**src/rtl/cong_pkg.sv**
```systemverilog
package cong_pkg;
  // Header bit positions inside the 32-bit cell header (last byte holds PTI/CLP)
  localparam int PTI_MSB_BIT = 3;
  localparam int EFCI_BIT    = 2;

  typedef struct packed {
    logic vld;
    logic drop;
  } drop_res_t;
endpackage

```
**src/rtl/cong_rst_sync.sv**
```systemverilog
module cong_rst_sync (
  input  logic clk,
  input  logic rst_n,
  output logic rst_n_sync
);
  logic meta_q;

  always_ff @(posedge clk or negedge rst_n) begin
    if (!rst_n) begin
      meta_q     <= 1'b0;
      rst_n_sync <= 1'b0;
    end else begin
      meta_q     <= 1'b1;
      rst_n_sync <= meta_q;
    end
  end
endmodule

```
**src/rtl/cong_lim_cmp.sv**
```systemverilog
module cong_lim_cmp #(
  parameter int CNT_W   = 16,
  parameter int GRAN_SH = 3,
  localparam int LIM_W  = CNT_W - GRAN_SH
) (
  input  logic [CNT_W-1:0] fill,
  input  logic [LIM_W-1:0] lim,
  output logic             exceeded
);
  logic [CNT_W-1:0] edge_cnt;

  // Highest occupancy still inside the threshold: lim*2^GRAN_SH + all-ones
  always_comb begin
    edge_cnt = {lim, {GRAN_SH{1'b1}}};
    exceeded = (lim == '0) || (fill > edge_cnt);
  end
endmodule

```
**src/rtl/cong_fill_cmp.sv**
```systemverilog
module cong_fill_cmp #(
  parameter int CNT_W   = 16,
  parameter int GRAN_SH = 3,
  localparam int LIM_W  = CNT_W - GRAN_SH
) (
  input  logic [CNT_W-1:0] wr_ptr,
  input  logic [CNT_W-1:0] rd_ptr,
  input  logic [LIM_W-1:0] clp_lim,
  input  logic [LIM_W-1:0] fecn_lim,
  output logic             clp_exc,
  output logic             fecn_exc
);
  logic [CNT_W-1:0] fill;

  // Modular difference; the pointer MSB is the wrap bit
  always_comb fill = wr_ptr - rd_ptr;

  cong_lim_cmp #(.CNT_W(CNT_W), .GRAN_SH(GRAN_SH)) u_clp (
    .fill(fill), .lim(clp_lim), .exceeded(clp_exc)
  );

  cong_lim_cmp #(.CNT_W(CNT_W), .GRAN_SH(GRAN_SH)) u_fecn (
    .fill(fill), .lim(fecn_lim), .exceeded(fecn_exc)
  );
endmodule

```
**src/rtl/cong_sticky.sv**
```systemverilog
module cong_sticky #(
  parameter int N = 8
) (
  input  logic         clk,
  input  logic         rst_n,
  input  logic [N-1:0] set,
  input  logic [N-1:0] clr,
  output logic [N-1:0] flag
);
  logic [N-1:0] flag_nxt;

  always_comb flag_nxt = set | (flag & ~clr);

  always_ff @(posedge clk or negedge rst_n) begin
    if (!rst_n) flag <= '0;
    else        flag <= flag_nxt;
  end

  for (genvar i = 0; i < N; i++) begin : g_chk

    set_wins_chk: assert property (@(posedge clk) disable iff (!rst_n)
      set[i] |=> flag[i]);

    flag_hold_chk: assert property (@(posedge clk) disable iff (!rst_n)
      (!set[i] && !clr[i]) |=> (flag[i] == $past(flag[i])));
  end
endmodule

```
**src/rtl/cong_efci_mark.sv**
```systemverilog
module cong_efci_mark #(
  parameter int HDR_W = 32
) (
  input  logic             clk,
  input  logic             rst_n,
  input  logic             in_vld,
  input  logic [HDR_W-1:0] in_hdr,
  input  logic             mark_ok,
  output logic             out_vld,
  output logic [HDR_W-1:0] out_hdr
);
  import cong_pkg::*;

  logic             vld_nxt;
  logic             hdr_en;
  logic [HDR_W-1:0] hdr_nxt;

  always_comb begin
    vld_nxt = in_vld;
    hdr_en  = in_vld;
    hdr_nxt = in_hdr;
    if (mark_ok && !in_hdr[PTI_MSB_BIT]) hdr_nxt[EFCI_BIT] = 1'b1;
  end

  always_ff @(posedge clk or negedge rst_n) begin
    if (!rst_n) begin
      out_vld <= 1'b0;
      out_hdr <= '0;
    end else begin
      out_vld <= vld_nxt;
      if (hdr_en) out_hdr <= hdr_nxt;
    end
  end


  hdr_keep_chk: assert property (@(posedge clk) disable iff (!rst_n)
    in_vld |=> ((out_hdr[HDR_W-1:EFCI_BIT+1] == $past(in_hdr[HDR_W-1:EFCI_BIT+1]))
                && (out_hdr[EFCI_BIT-1:0] == $past(in_hdr[EFCI_BIT-1:0]))));

  oam_keep_chk: assert property (@(posedge clk) disable iff (!rst_n)
    (in_vld && in_hdr[PTI_MSB_BIT]) |=> (out_hdr[EFCI_BIT] == $past(in_hdr[EFCI_BIT])));
endmodule

```
**src/rtl/cong_thresh_ctrl.sv**
```systemverilog
module cong_thresh_ctrl #(
  parameter int NUM_Q   = 8,
  parameter int CNT_W   = 16,
  parameter int GRAN_SH = 3,
  parameter int HDR_W   = 32,
  localparam int QID_W  = $clog2(NUM_Q),
  localparam int LIM_W  = CNT_W - GRAN_SH
) (
  input  logic                   clk,
  input  logic                   rst_n,
  input  logic [NUM_Q*CNT_W-1:0] wr_ptr_flat,
  input  logic [NUM_Q*CNT_W-1:0] rd_ptr_flat,
  input  logic [NUM_Q*LIM_W-1:0] clp_lim_flat,
  input  logic [NUM_Q*LIM_W-1:0] fecn_lim_flat,
  input  logic [NUM_Q-1:0]       clp_en,
  input  logic [NUM_Q-1:0]       fecn_en,
  input  logic                   enq_vld,
  input  logic [QID_W-1:0]       enq_qid,
  input  logic                   enq_clp,
  output logic                   enq_res_vld,
  output logic                   enq_drop,
  input  logic                   deq_vld,
  input  logic [QID_W-1:0]       deq_qid,
  input  logic [HDR_W-1:0]       deq_hdr,
  output logic                   deq_res_vld,
  output logic [HDR_W-1:0]       deq_hdr_out,
  input  logic [CNT_W-1:0]       tx_fill,
  input  logic [LIM_W-1:0]       tx_clp_lim,
  input  logic                   tx_drop_en,
  input  logic                   tx_vld,
  input  logic                   tx_clp,
  output logic                   tx_res_vld,
  output logic                   tx_drop,
  input  logic [NUM_Q-1:0]       sts_clr,
  output logic [NUM_Q-1:0]       clp_flag,
  output logic [NUM_Q-1:0]       fecn_flag
);
  import cong_pkg::*;

  logic rst_n_s;
  cong_rst_sync u_rst (.clk(clk), .rst_n(rst_n), .rst_n_sync(rst_n_s));

  // Per-queue occupancy and threshold compares
  logic [NUM_Q-1:0] clp_exc;
  logic [NUM_Q-1:0] fecn_exc;

  for (genvar q = 0; q < NUM_Q; q++) begin : g_q
    cong_fill_cmp #(.CNT_W(CNT_W), .GRAN_SH(GRAN_SH)) u_cmp (
      .wr_ptr  (wr_ptr_flat[q*CNT_W +: CNT_W]),
      .rd_ptr  (rd_ptr_flat[q*CNT_W +: CNT_W]),
      .clp_lim (clp_lim_flat[q*LIM_W +: LIM_W]),
      .fecn_lim(fecn_lim_flat[q*LIM_W +: LIM_W]),
      .clp_exc (clp_exc[q]),
      .fecn_exc(fecn_exc[q])
    );
  end

  // Transmit FIFO compare
  logic tx_exc;
  cong_lim_cmp #(.CNT_W(CNT_W), .GRAN_SH(GRAN_SH)) u_tx_cmp (
    .fill(tx_fill), .lim(tx_clp_lim), .exceeded(tx_exc)
  );

  // Ingress discard decisions
  drop_res_t enq_nxt, enq_q, tx_nxt, tx_q;
  logic [NUM_Q-1:0] clp_set, fecn_set;

  always_comb begin
    enq_nxt.vld  = enq_vld;
    enq_nxt.drop = enq_vld && enq_clp && clp_en[enq_qid] && clp_exc[enq_qid];
    tx_nxt.vld   = tx_vld;
    tx_nxt.drop  = tx_vld && tx_clp && tx_drop_en && tx_exc;
    clp_set      = '0;
    fecn_set     = '0;
    if (enq_vld) begin
      clp_set[enq_qid]  = clp_exc[enq_qid];
      fecn_set[enq_qid] = fecn_exc[enq_qid];
    end
  end

  always_ff @(posedge clk or negedge rst_n_s) begin
    if (!rst_n_s) begin
      enq_q <= '0;
      tx_q  <= '0;
    end else begin
      enq_q <= enq_nxt;
      tx_q  <= tx_nxt;
    end
  end

  always_comb begin
    enq_res_vld = enq_q.vld;
    enq_drop    = enq_q.drop;
    tx_res_vld  = tx_q.vld;
    tx_drop     = tx_q.drop;
  end

  // Sticky status
  cong_sticky #(.N(NUM_Q)) u_clp_sts (
    .clk(clk), .rst_n(rst_n_s), .set(clp_set), .clr(sts_clr), .flag(clp_flag)
  );
  cong_sticky #(.N(NUM_Q)) u_fecn_sts (
    .clk(clk), .rst_n(rst_n_s), .set(fecn_set), .clr(sts_clr), .flag(fecn_flag)
  );

  // Egress marking
  logic deq_mark_ok;
  always_comb deq_mark_ok = fecn_en[deq_qid] && fecn_exc[deq_qid];

  cong_efci_mark #(.HDR_W(HDR_W)) u_mark (
    .clk(clk), .rst_n(rst_n_s), .in_vld(deq_vld), .in_hdr(deq_hdr),
    .mark_ok(deq_mark_ok), .out_vld(deq_res_vld), .out_hdr(deq_hdr_out)
  );


  drop_clp_chk: assert property (@(posedge clk) disable iff (!rst_n_s)
    enq_vld |=> (enq_drop |-> $past(enq_clp)));

  drop_idle_chk: assert property (@(posedge clk) disable iff (!rst_n_s)
    !enq_res_vld |-> !enq_drop);

  tx_drop_chk: assert property (@(posedge clk) disable iff (!rst_n_s)
    tx_vld |=> (tx_drop |-> $past(tx_drop_en && tx_clp)));

  tx_idle_chk: assert property (@(posedge clk) disable iff (!rst_n_s)
    !tx_res_vld |-> !tx_drop);
endmodule

```
**config.mk**
```make
export PLATFORM = sky130hd
export DESIGN_NAME = cong_thresh_ctrl
export DESIGN_NICKNAME = d
export VERILOG_FILES = /design/src/rtl/cong_pkg.sv /design/src/rtl/cong_rst_sync.sv /design/src/rtl/cong_lim_cmp.sv /design/src/rtl/cong_fill_cmp.sv /design/src/rtl/cong_sticky.sv /design/src/rtl/cong_efci_mark.sv /design/src/rtl/cong_thresh_ctrl.sv
export SDC_FILE = /design/constraint.sdc
export NUM_CORES = 1
export LEC_CHECK = 0
export CAP_MARGIN = 30
export CORE_AREA = 2 2 240 242
export DETAILED_ROUTE_END_ITERATION = 8
export DIE_AREA = 0 0 242 244
export PLACE_DENSITY = 0.52
export SETUP_SLACK_MARGIN = 0.2
export SLEW_MARGIN = 30
export SYNTH_ARGS = -nofsm -noshare
export SYNTH_HDL_FRONTEND = slang
export SYNTH_SLANG_ARGS = --single-unit
```
**constraint.sdc**
```tcl
create_clock -name clk -period 5.4 [get_ports clk]
set_clock_uncertainty 0.05 [all_clocks]
set_input_delay 0.54 -clock clk [delete_from_list [all_inputs] [get_ports clk]]
set_output_delay 0.54 -clock clk [all_outputs]
set_load 0.02 [all_outputs]
```
======== Yosys cells after proc, flatten, opt, wreduce, memory -nomap -nowiden ========
Cells that the tools add are included.
word-level totals
  bits in registers ....................... 55
  input bits .............................. 563
  logic and storage cells ................. 104
operators by class
  add/subtract/negate cells ............... 8
  order comparisons ....................... 20
  multiplexer cells ....................... 15
  bitwise operators ....................... 7
  reduce and logical (&&, ||, !) cells .... 44
operators by type and width
  kind                                                                    number
  16-bit > comparator                                                     17
  13-bit logical NOT                                                      17
  16-bit subtractor                                                       8
  8-bit bitwise AND                                                       4
  1-bit logical OR                                                        17
  8-bit 2-to-1 mux                                                        2
  8-bit OR                                                                2
  1-bit binary-select mux with 3-bit select                               5
  1-bit logical AND                                                       9
  3-bit by 4-bit < comparator with 1-bit output (second input constant)   2
  8-bit NOT                                                               1
  1-bit 2-to-1 mux                                                        7
  1-bit demux with 3-bit select                                           1
  3-bit by 1-bit >= comparator with 1-bit output (second input constant)  1
  1-bit logical NOT                                                       1

======== Longest topological paths before layout ========
  depth after elaboration ................. 8
  depth in mapped cells ................... 18

======== Modules after synthesis ========
Synthesis repeated with hierarchy kept, for this count alone.
unflattened totals
  cells, all modules ...................... 2122
  area total of the unflattened synthesis .. 16389.5 µm²
by module, submodules not included
  module                            times used  cells an instance  area an instance (µm²)  sequential area each (µm²)
  cong_lim_cmp                      17          52                 387.9                   0.0
  cong_fill_cmp (g_q[0].u_cmp ...)  3           132                957.2                   0.0
  cong_fill_cmp (g_q[3].u_cmp ...)  3           130                852.1                   0.0
  cong_efci_mark                    1           72                 1371.3                  825.8
  cong_fill_cmp (g_q[2].u_cmp)      1           133                917.1                   0.0
  cong_fill_cmp (g_q[6].u_cmp)      1           126                877.1                   0.0
  cong_sticky                       2           24                 290.3                   200.2
  cong_thresh_ctrl                  1           70                 568.0                   100.1
  cong_rst_sync                     1           3                  53.8                    50.0

======== Worst setup path after synthesis ========
No wires, ideal clock.
  kind .................................... input to register
  start ................................... input port rd_ptr_flat[65]
  end ..................................... register u_fecn_sts.flag[3]
  library setup time ...................... 0.066 ns
  data arrival time ....................... 3.975 ns
  path slack .............................. 1.309 ns
  cell stages on the path ................. 17
  buffers on the path ..................... 0
  cells stage by stage .................... inv_1 -> ha_1 -> nor2b_1 -> o31a_1 -> o31ai_1 -> a31oi_1 -> a41o_1 -> o21a_1 -> xnor2_1 -> ha_1 -> nand4_1 -> nor4_2 -> a21o_1 -> nor3_1 -> a211o_1 -> a2111oi_4 -> a32o_2
on the way
  longest elaborated chain between the ends .. 8
RTL lines
  item                                       line                    source
  start, declared                            cong_thresh_ctrl.sv:12  input logic [NUM_Q*CNT_W-1:0] rd_ptr_flat,
  16-bit subtractor                          cong_fill_cmp.sv:16     always_comb fill = wr_ptr - rd_ptr;
  16-bit > comparator                        cong_lim_cmp.sv:15      exceeded = (lim == '0) || (fill > edge_cnt);
  1-bit logical OR                           cong_lim_cmp.sv:15
  1-bit binary-select mux with 3-bit select  cong_thresh_ctrl.sv:77  fecn_set[enq_qid] = fecn_exc[enq_qid];
  1-bit 2-to-1 mux (not written as such)     cong_thresh_ctrl.sv:77
  8-bit bitwise AND (no line)                -
  8-bit 2-to-1 mux                           cong_thresh_ctrl.sv:75  if (enq_vld) begin
  8-bit OR                                   cong_sticky.sv:12       always_comb flag_nxt = set | (flag & ~clr);
  net u_fecn_sts.flag_nxt[3]                 cong_sticky.sv:10       logic [N-1:0] flag_nxt;
  end signal, assigned                       cong_sticky.sv:16       else flag <= flag_nxt;
  end, declared                              cong_sticky.sv:8        output logic [N-1:0] flag
The timed path passes the listed nets, and every way through them passes these cells. The select of a mux whose other input is x is not followed.
A chain may end at the register's enable or synchronous reset.

======== Final worst setup path ========
  start ................................... input port rd_ptr_flat[33]
  end ..................................... register u_mark.out_hdr[2]
on the way
  longest elaborated chain between the ends .. 8
RTL lines
  item                                       line                     source
  16-bit subtractor                          cong_fill_cmp.sv:16
  16-bit > comparator                        cong_lim_cmp.sv:15
  1-bit logical OR                           cong_lim_cmp.sv:15
  1-bit binary-select mux with 3-bit select  cong_thresh_ctrl.sv:108  always_comb deq_mark_ok = fecn_en[deq_qid] && fecn_exc[deq_qid];
  1-bit 2-to-1 mux (not written as such)     cong_thresh_ctrl.sv:108
  1-bit logical AND                          cong_thresh_ctrl.sv:108
  1-bit logical AND                          cong_efci_mark.sv:22     if (mark_ok && !in_hdr[PTI_MSB_BIT]) hdr_nxt[EFCI_BIT] = 1'b1;
  1-bit 2-to-1 mux                           cong_efci_mark.sv:22
  end signal, assigned                       cong_efci_mark.sv:31     if (hdr_en) out_hdr <= hdr_nxt;
  end, declared                              cong_efci_mark.sv:10     output logic [HDR_W-1:0] out_hdr
No other way between the ends. The select of a mux whose other input is x is not followed.

==> flow_summary_export.csv <==
group,metric,value,unit
sta,max_freq,205,MHz
floorplanning,die-area,0.0590,mm^2
synthesis,synth_edf_count,0,
route,drtIter0Drc,664,
placement,dpl.hpwl,57600,um
synthesis,synth_area_leaders,"ha_1 (29%), inv_1 (10%), dfrtp_1 (9.5%), xnor2_1 (4.6%), a21oi_1 (4.5%)",
cts,htree_num_levels,2,
synthesis,seq_area_frac_synth,9.47,%
global_route,grt_overflow,0,
synthesis,synth-seq-cells,55,
cts,clockBufferDepth,2,
cts,cts_buffers,5,
global_route,grt_first_pass_wirelength,97300,um
cts,cts_hold_buf,0,
power_and_ir_drop,combPwrFrac,73.8,%
cells_and_area,fill_cells,5889,
route,wire_per_inst,19.3,um
cells_and_area,design_area,0.0218,mm^2
synthesis,yosys.area.top_type,"ha_1",
sta,setup_violations,0,
cts,clkSinkCount,55,
route,drt-total-wl,63900,um
critical_path,slowest_delay,600,ps
sta,setup_ws,512,ps
synthesis,synth_top_cell_area_share,29.4,%
synthesis,syn-cell-area,0.0145,mm^2
power_and_ir_drop,power_switching_share,44.2,%
sta,rsz0062_at_grt,"false",
worst_hold_path,hp-class,"reg -> async",
power_and_ir_drop,p_sw,1.45,mW
power_and_ir_drop,powerDensity,151,mW/mm^2
global_route,grt.total_usage,21.1,%
sta,timing.setup.tns,0,ps
critical_path,critPathMaxFanout,3,
cells_and_area,nNetsFinal,3460,
route,vias_per_cell,4.91,
critical_path,critical_path_class,"in -> reg",
power_and_ir_drop,power,3.29,mW
global_route,grt_max_degree,54,
critical_path,cp.required,5550,ps
synthesis,avgSynthCellArea,7.54,um^2
synthesis,syn-num-nets,2839,
critical_path,rrSetupSlack,4510,ps
placement,io_buffers,615,
route,drc_errors,0,
cts,cts_resized,0,
run_status,status,"completed",
sta,fin_crit,4890,ps
cells_and_area,area_growth,50.2,%
critical_path,cp-start-kind,"input port",
floorplanning,dieHeight,244,um
synthesis,synth.most_common_cell,"inv_1",
critical_path,endpoint_kind,"flop",
synthesis,synth_common_cells,"inv_1 (404), ha_1 (341), a21oi_1 (130)",
placement,placed_area,0.0217,mm^2
sta,fin_crit_sh,90.5,%
cts,clkSlewWorstSetupHoldPaths,100,ps
floorplanning,initial_core_util,25.9,%
cts,clock-root-buffer,"clkbuf_16",
floorplanning,rows,87,
global_route,antenna_found_initial,7,
synthesis,ys_types,74,
synthesis,ys.flop_type,"dfrtp_1",
floorplanning,die_width,242,um
sta,relSlewSlack,49.2,%
synthesis,synthCells,1927,
power_and_ir_drop,p_leak,10.5,nW
sta,maxSlewViolCount,0,
cts,cts_tree,"yes",
critical_path,cp_slowest_cell,"a2111oi_0",
power_and_ir_drop,seqPwrFrac,14.3,%
job,max_cap_viol_count,0,
route,ant_nets,0,
synthesis,yosys_warnings,0,
critical_path,crit_chain,"clkdlybuf4s50_1 -> inv_1 -> ha_1 -> nor2b_1 -> o31a_1 -> o31ai_1 -> a31oi_1 -> a211o_1 -> o31a_1 -> xnor2_1 -> ha_1 -> nand4_1 -> nor2_1 -> a2111oi_0 -> buf_4 -> o21ai_0 -> a21oi_1 -> a41oi_1",
floorplanning,io_pins,616,
power_and_ir_drop,p_clk_share,12.0,%
sta,tightest_slew,755,ps
placement,gp_congestion,0.951,
synthesis,async_reset_ff_share,100,%
power_and_ir_drop,p_int,1.84,mW
power_and_ir_drop,vdd_drop_max,0.121,mV
floorplanning,core,0.0562,mm^2
global_route,grt_pass1_vias,16896,
cts,insertion_delay,340,ps
critical_path,cp.arrival,5030,ps
cells_and_area,layout-drive-gt1-share,3.18,%
placement,dp_slack,142,ps
cts,cts_setup_buffers,0,
route,vias,16240,
sta,hold_violations,0,
route,dr.pass1.iters,5,
flip-flops by register name (all words and copies together), names as in the netlist:
name / cells
tx_res_vld: 1
u_rst.rst_n_sync: 1
u_rst.meta_q: 1
enq_drop: 1
enq_res_vld: 1
u_mark.out_hdr: 32
tx_drop: 1
u_fecn_sts.flag: 8
u_clp_sts.flag: 8
u_mark.out_vld: 1
per-layer routing:
metal / part of all wire (%) / global-route usage, %
met1: 42 / 24.9
met3: 5.0 / 3.59
met5: 0.072 / 0
met2: 51 / 40.0
met4: 1.5 / 4.03
stage by stage:
| step | hold WS, ps | util, % | std cells |
|---|---|---|---|
| 2_1_floorplan | 194 | - | 1927 |
| 3_3_place_gp | 288 | 38.5 | 3296 |
| 3_5_place_dp | 286 | 38.5 | 3296 |
| 4_1_cts | 267 | 38.8 | 3304 |
| 5_1_grt | 261 | 38.8 | 3307 |
| 6_report | 225 | 38.9 | 3309 |
critical path: cells and delay by family:
family | cells | cell delay [ps]
compound gates | 9 | 2520
buf+inv | 3 | 790
fa+ha+maj | 2 | 560
simple gates | 3 | 340
xor+xnor | 1 | 290
path summary, 6_finish.rpt:
kind                                                 start                            end  cells after the start
worst max-delay path                       rd_ptr_flat[33]  u_mark.out_hdr[2]$_DFFE_PN0P_                     18
worst min-delay path            u_rst.rst_n_sync$_DFF_PN0_           tx_res_vld$_DFF_PN0_                      0
worst max register to register  u_rst.rst_n_sync$_DFF_PN0_   u_fecn_sts.flag[6]$_DFF_PN0_                      1
worst min register to register  u_rst.rst_n_sync$_DFF_PN0_           tx_res_vld$_DFF_PN0_                      0
max in group asynchronous       u_rst.rst_n_sync$_DFF_PN0_   u_fecn_sts.flag[6]$_DFF_PN0_                      1
min in group clk                    u_rst.meta_q$_DFF_PN0_     u_rst.rst_n_sync$_DFF_PN0_                      0
final cells by class:
class / instances / area, um^2 / area share [%]
Timing Repair Buffer: 623 / 6220 / 28.5
Inverter: 414 / 1550 / 7.12
Sequential cell: 55 / 1380 / 6.32
Clock buffer: 6 / 129 / 0.590
Clock inverter: 2 / 16.3 / 0.0745
Multi-Input combinational cell: 1449 / 11600 / 53.0
Tap cell: 756 / 946 / 4.33
Antenna cell: 4 / 10.0 / 0.0459
power groups by stage:
| stage | Sequential (mW) | Clock (mW) | Combinational [mW] |
|---|---|---|---|
| finish | 0.469 | 0.394 | 2.42 |
| detailed placement | 0.484 | 0 | 2.41 |
| global route | 0.475 | 0.431 | 2.72 |
| floorplan | 0.520 | 0 | 1.39 |
| global placement | 0.482 | 0 | 2.36 |
| CTS | 0.476 | 0.423 | 2.43 |
logic make-up (layout without fill, tap and decap cells):
| family | after synthesis | after routing | synth area share (%) |
|---|---|---|---|
| AND/OR/NAND/NOR | 525 | 525 | 20.1 |
| AO/OA/AOI/OAI | 454 | 454 | 21.2 |
| buffers and inverters | 423 | 1045 | 10.9 |
| adder cells (fa/ha/maj) | 349 | 349 | 30.5 |
| XOR/XNOR | 89 | 89 | 5.36 |
| flip-flops | 55 | 55 | 9.47 |
| multiplexers | 31 | 31 | 2.40 |
| other | 1 | 5 | 0.0258 |
placed cells by master (no fill, tap or decap), types with 8 or more instances in the layout:
cell,instances
a2111oi_0,8
a211o_1,8
a211oi_1,8
a21o_1,58
a21oi_1,130
a31oi_1,17
and2_1,10
and3_1,30
and4_1,15
clkdlybuf4s50_1,614
dfrtp_1,54
fa_1,8
ha_1,341
inv_1,404
inv_2,10
mux2_2,31
nand2_1,61
nand2b_1,12
nand3_1,52
nand3b_1,12
nand4_1,59
nor2_1,96
nor2b_1,30
nor3_1,41
nor4_1,45
o211ai_1,18
o21a_1,29
o21ai_0,52
o21ai_1,16
o31a_1,12
o31ai_1,10
or2_2,10
or3_1,20
xnor2_1,76
xor2_1,13
(Power assumes the default switching activity.)
